`src/rtl/seqrd_pkg.sv`:
```
package seqrd_pkg;

  // Outcome of comparing a host address against the current run
  typedef enum logic [1:0] {
    LOOK_IDLE = 2'd0,
    LOOK_HIT  = 2'd1,
    LOOK_WAIT = 2'd2,
    LOOK_MISS = 2'd3
  } look_e;

endpackage

```
`src/rtl/seqrd_store.sv`:
```
// Word store for one run: one write port, one registered read port.
module seqrd_store #(
  parameter int DW    = 32,
  parameter int DEPTH = 8,
  localparam int IW   = $clog2(DEPTH)
) (
  input  logic          clk,
  input  logic          we,
  input  logic [IW-1:0] widx,
  input  logic [DW-1:0] wdata,
  input  logic          re,
  input  logic [IW-1:0] ridx,
  output logic [DW-1:0] rdata
);

  logic [DW-1:0] ram_q [DEPTH];

  always_ff @(posedge clk) begin
    if (we) ram_q[widx] <= wdata;
  end

  always_ff @(posedge clk) begin
    if (re) rdata <= ram_q[ridx];
  end

endmodule

```
`src/rtl/seqrd_tag.sv`:
```
// Run base address, per-word valid bits and the hit/wait/miss compare.
module seqrd_tag
  import seqrd_pkg::*;
#(
  parameter int AW    = 16,
  parameter int DEPTH = 8,
  localparam int IW   = $clog2(DEPTH)
) (
  input  logic             clk,
  input  logic             rst,
  input  logic             flush,
  input  logic             start,
  input  logic [AW-1:0]    start_addr,
  input  logic             fill_we,
  input  logic [IW-1:0]    fill_idx,
  input  logic             fill_busy,
  input  logic [AW-1:0]    look_addr,
  output look_e            look,
  output logic [IW-1:0]    look_idx,
  output logic [DEPTH-1:0] valid_o
);

  localparam logic [AW-1:0] SPAN = AW'(DEPTH);

  logic [AW-1:0]    base_q;
  logic             live_q;
  logic [DEPTH-1:0] valid_q;
  logic [DEPTH-1:0] set_v;
  logic [AW-1:0]    off;
  logic             in_run;

  // One set strobe per word lane
  for (genvar i = 0; i < DEPTH; i++) begin : g_lane
    assign set_v[i] = fill_we && live_q && (fill_idx == IW'(i));
  end

  always_ff @(posedge clk) begin
    if (rst) begin
      base_q  <= '0;
      live_q  <= 1'b0;
      valid_q <= '0;
    end else if (flush) begin
      live_q  <= 1'b0;
      valid_q <= '0;
    end else if (start) begin
      base_q  <= start_addr;
      live_q  <= 1'b1;
      valid_q <= '0;
    end else begin
      valid_q <= valid_q | set_v;
    end
  end

  // Modular distance from the run base; wraps with the address space
  assign off      = look_addr - base_q;
  assign in_run   = live_q && (off < SPAN);
  assign look_idx = off[IW-1:0];
  assign valid_o  = valid_q;

  always_comb begin
    if (in_run && valid_q[look_idx])  look = LOOK_HIT;
    else if (in_run && fill_busy)     look = LOOK_WAIT;
    else                              look = LOOK_MISS;
  end

  p_flush_clears_r6: assert property (@(posedge clk) disable iff (rst)
    flush |=> (valid_q == '0));

endmodule

```
`src/rtl/seqrd_fill.sv`:
```
// Fill sequencer: walks consecutive addresses with a req/ack handshake.
module seqrd_fill #(
  parameter int AW    = 16,
  parameter int DEPTH = 8,
  localparam int IW   = $clog2(DEPTH)
) (
  input  logic          clk,
  input  logic          rst,
  input  logic          start,
  input  logic [AW-1:0] start_addr,
  input  logic          single,
  input  logic          stop,
  input  logic          mem_ack,
  output logic          mem_req,
  output logic [AW-1:0] mem_addr,
  output logic          busy,
  output logic          word_we,
  output logic [IW-1:0] word_idx
);

  logic          busy_q;
  logic          halt_q;
  logic [AW-1:0] addr_q;
  logic [IW-1:0] cnt_q;
  logic [IW-1:0] last_q;
  logic          end_now;

  assign end_now = (cnt_q == last_q) || halt_q || stop;

  always_ff @(posedge clk) begin
    if (rst) begin
      busy_q <= 1'b0;
      halt_q <= 1'b0;
      addr_q <= '0;
      cnt_q  <= '0;
      last_q <= '0;
    end else if (!busy_q) begin
      halt_q <= 1'b0;
      if (start) begin
        busy_q <= 1'b1;
        addr_q <= start_addr;
        cnt_q  <= '0;
        last_q <= single ? '0 : IW'(DEPTH - 1);
      end
    end else begin
      if (stop) halt_q <= 1'b1;
      if (mem_ack) begin
        if (end_now) begin
          busy_q <= 1'b0;
        end else begin
          addr_q <= addr_q + AW'(1);
          cnt_q  <= cnt_q + IW'(1);
        end
      end
    end
  end

  assign mem_req  = busy_q;
  assign mem_addr = addr_q;
  assign busy     = busy_q;
  assign word_we  = busy_q && mem_ack;
  assign word_idx = cnt_q;

  p_req_hold_r10: assert property (@(posedge clk) disable iff (rst)
    (mem_req && !mem_ack) |=> (mem_req && $stable(mem_addr)));

  p_addr_step_r1: assert property (@(posedge clk) disable iff (rst)
    (mem_req && mem_ack && (cnt_q != last_q) && !halt_q && !stop)
      |=> (mem_req && (mem_addr == $past(mem_addr) + AW'(1))));

endmodule

```
`src/rtl/seqrd_prefetch.sv`:
```
// Top: host handshake, mode handling, bypass path and run control.
module seqrd_prefetch
  import seqrd_pkg::*;
#(
  parameter int AW    = 16,
  parameter int DW    = 32,
  parameter int DEPTH = 8
) (
  input  logic          clk,
  input  logic          rst,
  input  logic          pf_enable,
  input  logic          host_wr,
  input  logic          rd_valid,
  input  logic [AW-1:0] rd_addr,
  output logic          rd_ready,
  output logic [DW-1:0] rd_data,
  output logic          mem_req,
  output logic [AW-1:0] mem_addr,
  input  logic          mem_ack,
  input  logic [DW-1:0] mem_rdata
);

  localparam int IW = $clog2(DEPTH);

  look_e            look;
  logic [IW-1:0]    look_idx;
  logic [DEPTH-1:0] valid_w;
  logic             fill_busy;
  logic             word_we;
  logic [IW-1:0]    word_idx;
  logic [DW-1:0]    store_q;

  logic          pf_q;
  logic          rdy_q;
  logic          src_byp_q;
  logic          byp_busy_q;
  logic [DW-1:0] byp_data_q;

  logic mode_chg, flush_ext, ask;
  logic hit_go, miss, start_run, byp_go, byp_done;
  logic tag_flush, fill_stop, run_we;

  assign mode_chg  = pf_enable != pf_q;
  assign flush_ext = host_wr || mode_chg;
  assign ask       = rd_valid && !rdy_q && !byp_busy_q;

  assign hit_go    = ask && pf_enable && !flush_ext && (look == LOOK_HIT);
  assign miss      = ask && pf_enable && !flush_ext && (look == LOOK_MISS);
  assign start_run = miss && !fill_busy;
  assign byp_go    = ask && !pf_enable && !flush_ext && !fill_busy;
  assign byp_done  = byp_busy_q && word_we;

  assign tag_flush = flush_ext || (miss && fill_busy);
  assign fill_stop = fill_busy && (flush_ext || miss) && !byp_busy_q;
  assign run_we    = word_we && !byp_busy_q;

  seqrd_tag #(.AW(AW), .DEPTH(DEPTH)) u_tag (
    .clk        (clk),
    .rst        (rst),
    .flush      (tag_flush),
    .start      (start_run),
    .start_addr (rd_addr),
    .fill_we    (run_we),
    .fill_idx   (word_idx),
    .fill_busy  (fill_busy),
    .look_addr  (rd_addr),
    .look       (look),
    .look_idx   (look_idx),
    .valid_o    (valid_w)
  );

  seqrd_fill #(.AW(AW), .DEPTH(DEPTH)) u_fill (
    .clk        (clk),
    .rst        (rst),
    .start      (start_run || byp_go),
    .start_addr (rd_addr),
    .single     (byp_go),
    .stop       (fill_stop),
    .mem_ack    (mem_ack),
    .mem_req    (mem_req),
    .mem_addr   (mem_addr),
    .busy       (fill_busy),
    .word_we    (word_we),
    .word_idx   (word_idx)
  );

  seqrd_store #(.DW(DW), .DEPTH(DEPTH)) u_store (
    .clk   (clk),
    .we    (run_we),
    .widx  (word_idx),
    .wdata (mem_rdata),
    .re    (hit_go),
    .ridx  (look_idx),
    .rdata (store_q)
  );

  always_ff @(posedge clk) begin
    if (rst) begin
      pf_q       <= pf_enable;
      rdy_q      <= 1'b0;
      src_byp_q  <= 1'b0;
      byp_busy_q <= 1'b0;
      byp_data_q <= '0;
    end else begin
      pf_q  <= pf_enable;
      rdy_q <= hit_go || byp_done;
      if (hit_go)        src_byp_q <= 1'b0;
      else if (byp_done) src_byp_q <= 1'b1;
      if (byp_done)      byp_data_q <= mem_rdata;
      if (byp_go)        byp_busy_q <= 1'b1;
      else if (byp_done) byp_busy_q <= 1'b0;
    end
  end

  assign rd_ready = rdy_q;
  assign rd_data  = src_byp_q ? byp_data_q : store_q;

  p_ready_pulse_r8: assert property (@(posedge clk) disable iff (rst)
    rd_ready |=> !rd_ready);

  p_ready_after_valid_r8: assert property (@(posedge clk) disable iff (rst)
    rd_ready |-> $past(rd_valid));

  p_hit_no_fetch_r2: assert property (@(posedge clk) disable iff (rst)
    (hit_go && !fill_busy) |=> !mem_req);

  p_bypass_empty_r5: assert property (@(posedge clk) disable iff (rst)
    !pf_enable |=> (valid_w == '0));

  p_mode_flush_r7: assert property (@(posedge clk) disable iff (rst)
    (pf_enable != $past(pf_enable)) |=> (valid_w == '0));

endmodule

```
`config.mk`:
```
export PLATFORM = sky130hd
export DESIGN_NAME = seqrd_prefetch
export DESIGN_NICKNAME = d
export VERILOG_FILES = /design/src/rtl/seqrd_pkg.sv /design/src/rtl/seqrd_store.sv /design/src/rtl/seqrd_tag.sv /design/src/rtl/seqrd_fill.sv /design/src/rtl/seqrd_prefetch.sv
export SDC_FILE = /design/constraint.sdc
export NUM_CORES = 1
export LEC_CHECK = 0
export ABC_AREA = 1
export BUFFER_PORTS_ARGS = -buffer_cell sky130_fd_sc_hd__buf_2
export CORE_MARGIN = 4
export CORE_UTILIZATION = 55
export CTS_BUF_LIST = sky130_fd_sc_hd__clkbuf_4 sky130_fd_sc_hd__clkbuf_8 sky130_fd_sc_hd__clkbuf_16
export CTS_CLUSTER_DIAMETER = 50
export DETAILED_ROUTE_END_ITERATION = 10
export PLACE_DENSITY_LB_ADDON = 0.05
export SLEW_MARGIN = 25
export SYNTH_ARGS = -nofsm -noshare
export SYNTH_HDL_FRONTEND = slang
export SYNTH_SLANG_ARGS = --single-unit
export TNS_END_PERCENT = 100
```
`constraint.sdc`:
```
create_clock -name clk -period 6.59 [get_ports clk]
set_input_delay 1.318 -clock clk [delete_from_list [all_inputs] [get_ports clk]]
set_output_delay 1.318 -clock clk [all_outputs]
set_load 0.005 [all_outputs]
```
# Word level (Yosys, flattened, before mapping)
# Memory sizes are Yosys's and may differ from the RTL's. A register that Yosys moved wholly into a read port is not among the register bits.
# Cells that the tools add are included.
# word_totals
regBits,85
latchBits,0
mem_bits_rw,256
mem_bits_ro,0
output_inout_bits,50
word_cells,107
memories,1
# classes
n_addsub,3
multipliers,0
n_div,0
order_cmp,2
n_eq_ne,13
shift,0
muxes,22
bitwise_logic,3
n_reduce_logical,50
# mem_list
name,depth,width,read_ports,rd_clocked_by_memory_dff,write_ports,line_no,text
u_store.ram_q,8,32,1,1,1,seqrd_store.sv:16,logic [DW-1:0] ram_q [DEPTH];
# ops
cell,n
$mux W16,4
$mux W32,1
$logic_and A1 B1 Y1,28
$add A16 B1 Y16 const B,1
$lt A16 B4 Y1 const B,1
$sub A16 B16 Y16,1
$mux W3,5
$eq A3 B3 Y1 const B,4
$mux W1,10
$or A8 B8 Y8,1
$logic_or A1 B1 Y1,7
$eq A3 B2 Y1 const B,2
$reduce_or A2 Y1,3
$logic_not A1 Y1,5
$lt A3 B4 Y1 const B,1
$ne A2 B2 Y1 const B,2
$reduce_and A2 Y1,2
$reduce_bool A2 Y1,2
$add A3 B1 Y3 const B,1
$bmux W1 S3,1
$eq A3 B1 Y1 const B,1
$eq A3 B3 Y1,1
$logic_not A3 Y1,1
$reduce_and A3 Y1,1
other kinds (6),7

# Longest topological paths before layout
# Gate-level depths: netlist (run 1).
# depth
ltp_word,15
ltp_mapped,26
ltp_nobuf,25

# By module
# Synthesis (run 1) repeated with hierarchy kept, for this count alone.
# hier_totals
hier_cells,1926
hier_area_um2,17406.7
# modules_own_cells
module,n_inst,cells_per_inst,area_each_um2
seqrd_store,1,1156,12192.9
seqrd_tag,1,331,2030.7
seqrd_prefetch,1,218,1746.7
seqrd_fill,1,221,1436.4

# Least setup slack after synthesis (run 1)
# OpenSTA, ideal clock, no wires.
# synth_path
kind,input-to-reg
startpoint,input rd_addr[0]
endpoint,register u_store.rdata[0] (read register of u_store.ram_q) (enable)
setup_time_ns,0.502
arrival_ns,5.959
setup_slack_ns,0.130
stages,13
n_path_buf,0
path_cell_list,inv_1 -> ha_1 -> fa_1 -> inv_1 -> nand2_1 -> nand2_1 -> and2_1 -> nand2_1 -> nand3_1 -> nand2_1 -> nor4_1 -> nand4_1 -> nor4_1
# synth_via
elab_chain_cells,8
word_cells_on_any_way,11
classes_between,1 x add/sub; 1 x order compare; 1 x eq/ne; 4 x mux; 4 x reduce/logical
# synth_lines
item,line_no,text
from (decl),seqrd_prefetch.sv:14,"input logic [AW-1:0] rd_addr,"
$sub A16 B16 Y16 *,seqrd_tag.sv:55,assign off = look_addr - base_q;
$lt A16 B4 Y1,seqrd_tag.sv:56,assign in_run = live_q && (off < SPAN);
$logic_and A1 B1 Y1,seqrd_tag.sv:56,
$logic_and A1 B1 Y1,seqrd_tag.sv:62,else if (in_run && fill_busy) look = LOOK_WAIT;
$mux W1,seqrd_tag.sv:62,
$mux W2 *,seqrd_tag.sv:61,if (in_run && valid_q[look_idx]) look = LOOK_HIT;
$eq A2 B1 Y1 *,seqrd_prefetch.sv:47,assign hit_go = ask && pf_enable && !flush_ext && (look == LOOK_HIT);
$logic_and A1 B1 Y1 *,seqrd_prefetch.sv:47,
net hit_go,seqrd_prefetch.sv:40,"logic hit_go, miss, start_run, byp_go, byp_done;"
to (decl),seqrd_store.sv:13,output logic [DW-1:0] rdata
# Mark *: on every way through the listed nets, which the timed path passes. The rest lies on a longest branch. The select of a mux whose other input is x is not followed.
# A chain may end at the register's enable or synchronous reset.

# Worst setup path in the final report (run 1)
# layout_path
startpoint,input rd_addr[0]
endpoint,register u_fill.addr_q[4] (netlist: u_fill.mem_addr[4])
# layout_via
elab_chain_cells,14
word_cells_on_any_way,20
classes_between,1 x add/sub; 1 x order compare; 2 x eq/ne; 4 x mux; 12 x reduce/logical
# layout_lines
item,line_no,text
$sub A16 B16 Y16 *,seqrd_tag.sv:55,
$lt A16 B4 Y1,seqrd_tag.sv:56,
$logic_and A1 B1 Y1,seqrd_tag.sv:56,
$logic_and A1 B1 Y1,seqrd_tag.sv:62,
$mux W1,seqrd_tag.sv:62,
$mux W2 *,seqrd_tag.sv:61,
$eq A2 B2 Y1 *,seqrd_prefetch.sv:48,assign miss = ask && pf_enable && !flush_ext && (look == LOOK_MISS);
$logic_and A1 B1 Y1 *,seqrd_prefetch.sv:48,
$logic_or A1 B1 Y1,seqrd_prefetch.sv:54,assign fill_stop = fill_busy && (flush_ext || miss) && !byp_busy_q;
$logic_and A1 B1 Y1 (2 in series),seqrd_prefetch.sv:54,
$logic_or A1 B1 Y1,seqrd_fill.sv:28,assign end_now = (cnt_q == last_q) || halt_q || stop;
$ne A2 B2 Y1 (no source line),-,
$reduce_and A3 Y1 (no source line) *,-,
to (signal assigned),seqrd_fill.sv:41,addr_q <= start_addr;
to (signal assigned),seqrd_fill.sv:51,addr_q <= addr_q + AW'(1);
to (decl),seqrd_fill.sv:23,logic [AW-1:0] addr_q;
# Mark *: on every way between the ends. The rest lies on a longest branch, timed or not. The select of a mux whose other input is x is not followed.

==> impl_metrics.json, run 1 <==
{
  "outcome": "completed",
  "die-area_um2": 31700,
  "pwr-share-seq_pct": 48.0,
  "ys_types": 43,
  "syn_area_um2": 15900,
  "final_cell_mix": "298 x nor2_1, 288 x edfxtp_1, 210 x o21ai_0",
  "p_clk_share_pct": 42.1,
  "numCtsBuffers": 41,
  "power.internal_mw": 4.11,
  "final_common_cell": "nor2_1",
  "synth_top_area_cell": "edfxtp_1",
  "hold_violations": 0,
  "finalSetupViolations": 0,
  "worstSkewPairLatency_ns": 0.54,
  "syn_avg_cell_area_um2": 10.2,
  "path_clk_slew_ns": 0.06,
  "wl_um": 36200,
  "synth_top_cells_by_area": "edfxtp_1 54%, dfxtp_1 10%, nor2_1 7.1%",
  "cts_tree": "built",
  "ys_warn_count": 0,
  "io_buffers": 103,
  "rows": 62,
  "route.detailed.drc": 0,
  "drt-initial-drc-count": 693,
  "peakVddDrop_mv": 0.363,
  "cts_max_level": 2,
  "synth-edff-count": 288,
  "yosys_most_used_dff": "edfxtp_1",
  "critical_path_required_ns": 7.05,
  "post-route-period-util_pct": 67.7,
  "rsz0062_at_grt": "false",
  "tightest_slew_ns": 0.959,
  "start_kind": "input port",
  "pin_count": 104,
  "die_y_um": 178,
  "swShare_pct": 23.7,
  "start_util_pct": 55.6,
  "antenna_found_initial": 1,
  "num-fill-cells": 2292,
  "met1_usage_pct": 31.3,
  "min_path_type": "reg2reg",
  "gp_congestion": 0.919,
  "die_w_um": 178,
  "clk_path_buf_depth": 3,
  "area_delta_synth_final_pct": 14.0,
  "crit_type": "in2reg",
  "slew_viol_final": 0,
  "powerDensity_nw_per_um2": 297,
  "total_power_mw": 5.38,
  "synth.net_count": 1639,
  "setup-tns-final_ns": 0,
  "final_nets": 1719,
  "cts_resized": 0,
  "avgViaCountPerCell": 5.47,
  "p_sw_mw": 1.28,
  "relSlewSlack_pct": 36.1,
  "cts_setup_buffers": 0,
  "root_buffer": "clkbuf_16",
  "grt.met3_usage_pct": 3.22,
  "p_leak_nw": 6.69,
  "grt-ovfl-total": 0,
  "synth-async-reset-ratio_pct": 0,
  "worst_setup_path_end_kind": "flip-flop",
  "hold_buffers": 0,
  "ant_nets": 0,
  "synth_top_area_share_pct": 54.3,
  "diodes": 0,
  "drive_gt1_share_pct": 13.9,
  "detail_route.wl_per_cell_um": 17.6,
  "cp.arrival_ns": 4.92,
  "dp.final_hpwl_um": 20800,
  "via_count": 11250,
  "instances_no_fill": 2058,
  "cts.sinks": 371,
  "grt.total_usage_pct": 22.9,
  "grt_use_met2_pct": 38.9,
  "postSynthCellCount": 1562,
  "yosys_register_bits": 371,
  "fin_crit_ns": 4.46,
  "final_util_pct": 63.4,
  "power_frac_comb_pct": 10.0,
  "dp_cells": 1983,
  "first_global_vias": 10687,
  "maxCapViolCount": 0,
  "grt_max_degree": 97,
  "synth_seq_area_share_pct": 64.8,
  "drt-pass1-iter-count": 5,
  "fmax_mhz": 224,
  "grt_pass1_wl_um": 57200,
  "core_um2": 28600,
  "crit_fanout": 62,
  "grt-busiest-layer": "met2",
  "final.setup_skew_ns": 0.0225
}
[path summary, 6_finish.rpt]
check / to / cells after the start / from / slack, ns
worst max-delay path: u_fill.mem_addr[4] / 19 / rd_addr[0] / 2.13
worst min-delay path: byp_data_q[28] / 2 / byp_data_q[28] / 0.45
worst max register to register: u_fill.mem_addr[4] / 17 / u_tag.base_q[0] / 2.78
worst min register to register: byp_data_q[28] / 2 / byp_data_q[28] / 0.45
[synthesized netlist by cell type, types with 2 or more instances]
cell and instances:
nor2_1 301, a21oi_1 68, inv_1 111, clkbuf_1 66
buf_6 2, clkinv_1 3, a21oi_2 2, nor4_1 6
nand2_4 5, edfxtp_1 288, and2_1 2, inv_2 11
buf_2 5, a211oi_1 10, nand3_1 39, ha_1 22
o22ai_1 32, nand2_1 182, xor2_1 9, nor3_1 11
o21ai_0 210, dfxtp_1 83, xnor2_1 4, nand3b_1 6
a22o_1 2, a31oi_1 41, buf_1 11, nand2_2 5
nand4_1 11
[power by group through the flow]
stage	logic, mW	registers [mW]	clock network, mW
CTS	0.536	2.58	2.30
floorplan	0.371	2.63	0
detailed placement	0.534	2.63	0
global route	0.608	2.59	2.40
finish	0.536	2.58	2.26
global placement	0.525	2.63	0
[sequential cells by signal, indices dropped and copies added (netlist names), 3 cells and up]
signal and cells:
byp_data_q 32, u_fill.mem_addr 16, u_fill.word_idx 3, u_store.ram_q 256, u_store.rdata 32, u_tag.base_q 16, u_tag.valid_o 8
[final cells by class]
| class | instances | area [µm²] | share of cell area, % |
|---|---|---|---|
| repair buffers | 121 | 651 | 3.58 |
| well taps | 384 | 480 | 2.65 |
| multi-input cells | 982 | 4870 | 26.9 |
| clock inverters | 25 | 241 | 1.33 |
| flip-flops and latches | 371 | 10300 | 56.8 |
| clock buffers | 50 | 1120 | 6.19 |
| inverters | 125 | 470 | 2.59 |
[metrics by stage]
step / hold slack (ns) / cell area [µm²] / setup WS (ns)
floorplan: 0.424 / 15900 / 0.130
global placement: 0.434 / 16800 / 1.74
detailed placement: 0.441 / 16800 / 1.61
CTS: 0.450 / 18100 / 2.13
global route: 0.464 / 18100 / 1.63
finish: 0.447 / 18100 / 2.13
[cell families (layout without fill, tap and decap cells)]
kind of cell	count (synthesis)	in the layout	synth area share, %
XOR/XNOR	14	14	0.818
multiplexers	1	1	0.0629
flip-flops	371	371	64.8
AND/OR/NAND/NOR	573	573	14.8
buffers and inverters	209	321	5.06
AO/OA/AOI/OAI	371	371	12.6
adder cells (fa/ha/maj)	23	23	1.86
[layer usage]
layer	part of all wire [%]	up-vias
met1	45	5335
met3	5.1	51
met5	0.019	-
met2	48	287
li1	-	5575
met4	1.7	2
[critical path: stages]
cell	delay [ns]
buf_2	0.12
inv_1	0.07
ha_4	0.69
clkinv_2	0.59
nand2_1	0.18
nand3_1	0.08
a32oi_1	0.40
nand2_1	0.09
nand3_1	0.11
nand2_2	0.09
inv_2	0.11
nand2_4	0.20
nand2_2	0.13
inv_2	0.05
nand2_4	0.20
nand2_4	0.18
nand2_1	0.11
nand2_1	0.05
nor2_1	0.10
Power figures use the tool's default switching activity.
==> inputs of run 2 (changes only) <==
- clock period: 6.59 -> 3.8 ns (I/O delays scaled with it)
==> run 2 against run 1 <==
Largest cell class unchanged. Critical path depth did not move. Die area unchanged. Worst hold slack worse by 0.018 ns. Sequential power rose by 74%. Utilization increased by 0.44 points.
==> impl_metrics.json, run 2 (synthesis gave the netlist of run 1 again) <==
{
  "outcome": "completed",
  "peakVddDrop_mv": 0.364,
  "start_util_pct": 55.6,
  "relSlewSlack_pct": 41.9,
  "dp.final_hpwl_um": 20800,
  "finish.instance_area_um2": 18300,
  "via_count": 11225,
  "min_path_type": "in2reg",
  "post-route-period-util_pct": 80.5,
  "grt.total_usage_pct": 22.9,
  "p_clk_share_pct": 42.2,
  "min_path_cells": 1,
  "worst_setup_path_end_kind": "flip-flop",
  "setup-tns-final_ns": 0,
  "instances_no_fill": 2063,
  "clk_path_buf_depth": 3,
  "min_to": "pf_q",
  "die_w_um": 178,
  "rows": 62,
  "final.setup_skew_ns": 0.00932,
  "final_cell_mix": "298 x nor2_1, 288 x edfxtp_1, 210 x o21ai_0",
  "cts.sinks": 371,
  "first_global_vias": 10767,
  "cts_max_level": 2,
  "powerDensity_nw_per_um2": 513,
  "maxCapViolCount": 0,
  "cts_setup_buffers": 0,
  "grt-ovfl-total": 0,
  "drive_gt1_share_pct": 14.5,
  "cts_resized": 0,
  "numCtsBuffers": 40,
  "ant_nets": 0,
  "die_y_um": 178,
  "gp_congestion": 0.868,
  "rsz0062_at_grt": "false",
  "reg2reg_slack_ns": 0.84,
  "swShare_pct": 23.6,
  "crit_fanout": 22,
  "antenna_found_initial": 0,
  "reg2reg_depth": 17,
  "pwr-share-seq_pct": 47.8,
  "fmax_mhz": 327,
  "fin_crit_ns": 3.06,
  "grt_pass1_wl_um": 57400,
  "reg2reg_from": "u_tag.base_q[0]",
  "final_util_pct": 63.8,
  "root_buffer": "clkbuf_16",
  "cp.arrival_ns": 3.52,
  "cts_tree": "built",
  "hold_buffers": 0,
  "post_dp_cell_area_um2": 16900,
  "path_clk_slew_ns": 0.06,
  "critical_path_required_ns": 4.26,
  "final_nets": 1725,
  "area_delta_synth_final_pct": 14.8,
  "hold_violations": 0,
  "reg_top3": "u_store.ram_q (256), byp_data_q (32), u_store.rdata (32)",
  "worstSkewPairLatency_ns": 0.52,
  "p_sw_mw": 2.21,
  "timing.rr.end": "u_fill.mem_addr[1]",
  "power_frac_comb_pct": 10.0,
  "slew_viol_final": 0,
  "regMostFlops": "u_store.ram_q",
  "diodes": 0,
  "dp_cells": 1990,
  "final_common_cell": "nor2_1",
  "finalSetupViolations": 0,
  "io_buffers": 103,
  "die-area_um2": 31700,
  "pin_count": 104,
  "p_leak_nw": 6.75,
  "min_from": "pf_enable",
  "largest_reg_flops": 256,
  "crit_type": "in2reg",
  "drt-initial-drc-count": 696,
  "tightest_slew_ns": 0.872,
  "grt_max_degree": 83,
  "detail_route.wl_per_cell_um": 17.6,
  "route.detailed.drc": 0,
  "avgViaCountPerCell": 5.44,
  "drt-pass1-iter-count": 5,
  "core_um2": 28600,
  "wl_um": 36200,
  "start_kind": "input port",
  "power.internal_mw": 7.16
}
==> run 2: per-stage QoR <==
step / total power, mW / hold WS [ns] / setup WS, ns
global route: 9.75 / 0.406 / 0.359
floorplan: 5.20 / 0.424 / 0.0114
global placement: 5.48 / 0.431 / 0.276
detailed placement: 5.50 / 0.437 / 0.197
CTS: 9.44 / 0.405 / 0.739
finish: 9.37 / 0.429 / 0.742
==> run 2: worst max-delay path, cell delays in order <==
cell and delay (ns):
buf_2 0.12, inv_1 0.07, ha_4 0.17, fa_2 0.37
xnor2_1 0.44, a21oi_1 0.09, a32oi_1 0.31, nand2_1 0.09
nand3_1 0.10, nand2_2 0.09, inv_2 0.10, nand2_4 0.05
nand2_2 0.06, inv_2 0.04, nand2_4 0.19, nand2_4 0.18
nand2_1 0.11, nand2_1 0.05, nor2_1 0.09
==> run 2: final cells by class <==
cell class | count | area, µm²
fillers | 2350 | 10300
flip-flops and latches | 371 | 10300
repair buffers | 128 | 753
clock buffers | 53 | 1150
well taps | 384 | 480
multi-input cells | 982 | 4890
inverters | 125 | 470
clock inverters | 20 | 224
==> run 2: how the worst max path moves through the flow <==
stage	startpoint	to	slack, ns	depth (start not counted)
2_1_floorplan	rd_addr[0]	u_store.rdata[0]	0.01	13
3_3_place_gp	rd_addr[0]	u_fill.mem_addr[1]	0.28	19
3_5_place_dp	rd_addr[0]	u_fill.mem_addr[6]	0.20	19
4_1_cts	rd_addr[0]	u_fill.mem_addr[1]	0.74	19
5_1_grt	rd_addr[0]	u_fill.mem_addr[2]	0.36	24
6_report	rd_addr[0]	u_fill.mem_addr[1]	0.74	19
==> run 2: per-layer routing <==
metal / routed length [µm] / track usage, % / vias up / share of wire, %
li1: - / - / 5577 / -
met3: 1740 / 3.60 / 40 / 4.8
met4: 521 / 4.90 / 0 / 1.4
met5: 0 / 0 / - / 0
met1: 16400 / 31.3 / 5362 / 45
met2: 17600 / 39.3 / 246 / 48
==> run 2: power groups by stage <==
stage,Sequential (mW),Combinational (mW),Clock (mW)
floorplan,4.56,0.647,0
global placement,4.57,0.919,0
detailed placement,4.57,0.932,0
CTS,4.48,0.936,4.03
global route,4.49,1.07,4.19
finish,4.48,0.934,3.95
==> inputs of run 3 (changes only) <==
- ABC_AREA: 1 -> 0
- clock period: 3.8 -> 2.8 ns (I/O delays scaled with it)
==> run 3 against run 2 <==
The flow now finishes with violations (negative setup slack). Area after synthesis shrank 0.72%. Worst setup slack lost 1.3 ns. Non-clock buffer count grew 129. Critical path depth shrank 6.
==> impl_metrics.json, run 3 <==
{
  "ys_warn_count": 0,
  "synth-edff-count": 288,
  "synth_common_cells": "288 x edfxtp_1, 129 x nand2_1, 83 x dfxtp_1",
  "path_clk_slew_ns": 0.06,
  "synth_top_area_share_pct": 54.7,
  "via_count": 10095,
  "final.setup_skew_ns": 0.0457,
  "synth.net_count": 1145,
  "cp_top_family": "simple AND/OR/NAND/NOR gates",
  "die_y_um": 177,
  "ys_types": 78,
  "area_delta_synth_final_pct": 25.7,
  "multi_input_area_um2": 5600,
  "synth_top_area_cell": "edfxtp_1",
  "grt_pass1_wl_um": 59400,
  "core_um2": 28100,
  "synth_compound_area_share_pct": 8.69,
  "grt_max_degree": 53,
  "finalSetupViolations": 81,
  "syn_avg_cell_area_um2": 14.8,
  "synth_seq_area_share_pct": 65.3,
  "wl_um": 38900,
  "synth_mux_area_share_pct": 14.1,
  "synth_xor_xnor_area_share_pct": 0.277,
  "synth-adder-area-share_pct": 1.87,
  "critical_path_required_ns": 3.05,
  "first_global_vias": 10264,
  "hold_buffers": 0,
  "die-area_um2": 31500,
  "min_path_type": "in2reg",
  "crit_fanout": 8,
  "final_nets": 1383,
  "yosys_most_used_dff": "edfxtp_1",
  "postSynthCellCount": 1068,
  "antenna_found_initial": 3,
  "p_sw_mw": 2.65,
  "slew_viol_final": 0,
  "grt-ovfl-total": 0,
  "rsz0062_at_grt": "true",
  "route.detailed.drc": 0,
  "cp_slowest_stage_delay_ns": 0.49,
  "fin_hold_ws_ns": 0.218,
  "drive_gt1_share_pct": 41.7,
  "yosys.area_share.simple_pct": 7.33,
  "die_w_um": 177,
  "syn_area_um2": 15800,
  "fin_crit_ns": 3.37,
  "violations": "negative setup slack",
  "crit_path_top_delay_cell": "fa_4",
  "start_util_pct": 56.3,
  "rows": 61,
  "clk_path_buf_depth": 3,
  "hold_violations": 0,
  "synth_top_family_by_area": "multiplexers",
  "path_cells": "ha_4 -> fa_4 -> and2b_1 -> o2111ai_2 -> a21boi_2 -> o22ai_4 -> nor4_4 -> nand3_1 -> or3_4 -> nor4_4 -> buf_6 -> buf_6 -> buf_12",
  "tightest_slew_ns": 0.667,
  "p_clk_share_pct": 42.8,
  "worstSkewPairLatency_ns": 0.54,
  "drt-pass1-iter-count": 5,
  "instances_no_fill": 1717,
  "swShare_pct": 21.6,
  "yosys_register_bits": 371,
  "final.setup.worst_slack_ns": -0.567,
  "dp_cells": 1619,
  "synth-async-reset-ratio_pct": 0,
  "peakVddDrop_mv": 0.660,
  "gp_congestion": 0.933,
  "final_common_cell": "edfxtp_1",
  "reg_top3": "u_store.ram_q (256), byp_data_q (32), u_store.rdata (32)",
  "root_buffer": "clkbuf_16",
  "power_frac_comb_pct": 8.5,
  "numCtsBuffers": 40,
  "regMostFlops": "u_store.ram_q",
  "final_cell_mix": "288 x edfxtp_1, 124 x nand2_1, 124 x buf_4",
  "cp.arrival_ns": 3.62,
  "pwr-share-seq_pct": 48.7,
  "powerDensity_nw_per_um2": 619,
  "dp.final_hpwl_um": 23300,
  "largest_reg_flops": 256,
  "crit_type": "reg2reg",
  "ant_nets": 0,
  "cts_max_level": 2,
  "pin_count": 104,
  "total_power_mw": 12.3,
  "post-route-period-util_pct": 120,
  "drt-initial-drc-count": 841,
  "crit_buf_inv": 3,
  "num-fill-cells": 1941,
  "power.internal_mw": 9.64,
  "outcome": "complete, but fails checks",
  "io_buffers": 103,
  "grt.total_usage_pct": 24.7,
  "cts_tree": "built",
  "detail_route.wl_per_cell_um": 22.6,
  "maxCapViolCount": 0,
  "avgViaCountPerCell": 5.88,
  "cts.sinks": 371,
  "fmax_mhz": 297,
  "final_util_pct": 70.7,
  "worst_setup_path_end_kind": "flip-flop",
  "synth_top_cells_by_area": "edfxtp_1 55%, dfxtp_1 11%, mux4_2 9.4%",
  "regArea_um2": 10300,
  "relSlewSlack_pct": 55.2,
  "start_kind": "flip-flop",
  "yosysMostFrequentCell": "edfxtp_1",
  "p_leak_nw": 6.80
}
==> run 3: changes by cell type after synthesis, sizes merged, moves of 17 or more <==
cell / before / now
mux4: 0 / 66
mux2: 0 / 65
o21ai: 211 / 19
nand3: 40 / 13
nand2: 192 / 130
inv: 122 / 32
nor2: 301 / 38
a31oi: 41 / 5
clkbuf: 66 / 40
o22ai: 32 / 1
a21oi: 70 / 87
==> run 3: power groups by stage <==
stage	clock [mW]	sequential [mW]	combinational, mW
after floorplan	0	6.10	0.565
after global placement	0	6.11	0.944
after detailed placement	0	6.11	0.950
after CTS	5.34	5.99	1.01
after global routing	5.62	5.99	1.13
final	5.26	5.99	1.05
==> run 3: final timing paths <==
kind              cells after the start              from  slack [ns]          endpoint
setup / recovery                     13   u_tag.base_q[0]       -0.57  u_store.rdata[9]
hold reg to reg                       2  u_tag.base_q[14]        0.45  u_tag.base_q[14]
setup reg to reg                     13   u_tag.base_q[0]       -0.57  u_store.rdata[9]
hold / removal                        1         pf_enable        0.22              pf_q
==> run 3: through the flow <==
step | TNS [ns] | cell area (µm²) | worst slack [ns]
global route | -47.76 | 19900 | -0.683
floorplan | -56.82 | 16000 | -1.27
detailed placement | -91.01 | 17800 | -1.05
global placement | -93.76 | 17800 | -1.10
CTS | -37.05 | 19600 | -0.547
finish | -38.37 | 19900 | -0.567
==> run 3: repair_timing <==
item,CTS,global route
resized for setup,46,42
pin swaps,21,17
cloned,7,3
setup buffers,15,3
setup endpoints to repair,106,85
==> run 3: cell families (layout without fill, tap and decap cells) <==
family,count (synthesis),count (layout)
buffers and inverters,93,363
adder cells (fa/ha/maj),23,23
AND/OR/NAND/NOR,252,252
AO/OA/AOI/OAI,192,192
XOR/XNOR,5,5
flip-flops,371,371
other,0,1
multiplexers,132,132
==> run 3: worst register-to-register path, cell delays in order, from the launching register on <==
cell       delay, ns
dfxtp_4         0.35
ha_4            0.17
fa_4            0.49
and2b_1         0.24
o2111ai_2       0.16
a21boi_2        0.24
o22ai_4         0.10
nor4_4          0.24
nand3_1         0.12
or3_4           0.39
nor4_4          0.18
buf_6           0.18
buf_6           0.11
buf_12          0.13
==> run 3: area by class of cell <==
class | count | share of cell area (%)
flip-flops and latches | 371 | 52.0
multi-input cells | 604 | 28.2
diodes | 1 | 0.0126
clock buffers | 60 | 6.04
clock inverters | 14 | 0.769
repair buffers | 257 | 10.0
inverters | 32 | 0.643
well taps | 378 | 2.38
==> run 3: routing by layer <==
layer  vias to the layer above  share of wire, %  GRT usage [%]
met1                      5146                43           34.4
met3                        42               5.1           4.07
li1                       4630                 -              -
met2                       273                51           41.5
met5                         -             0.036              0
met4                         4               1.3           5.16
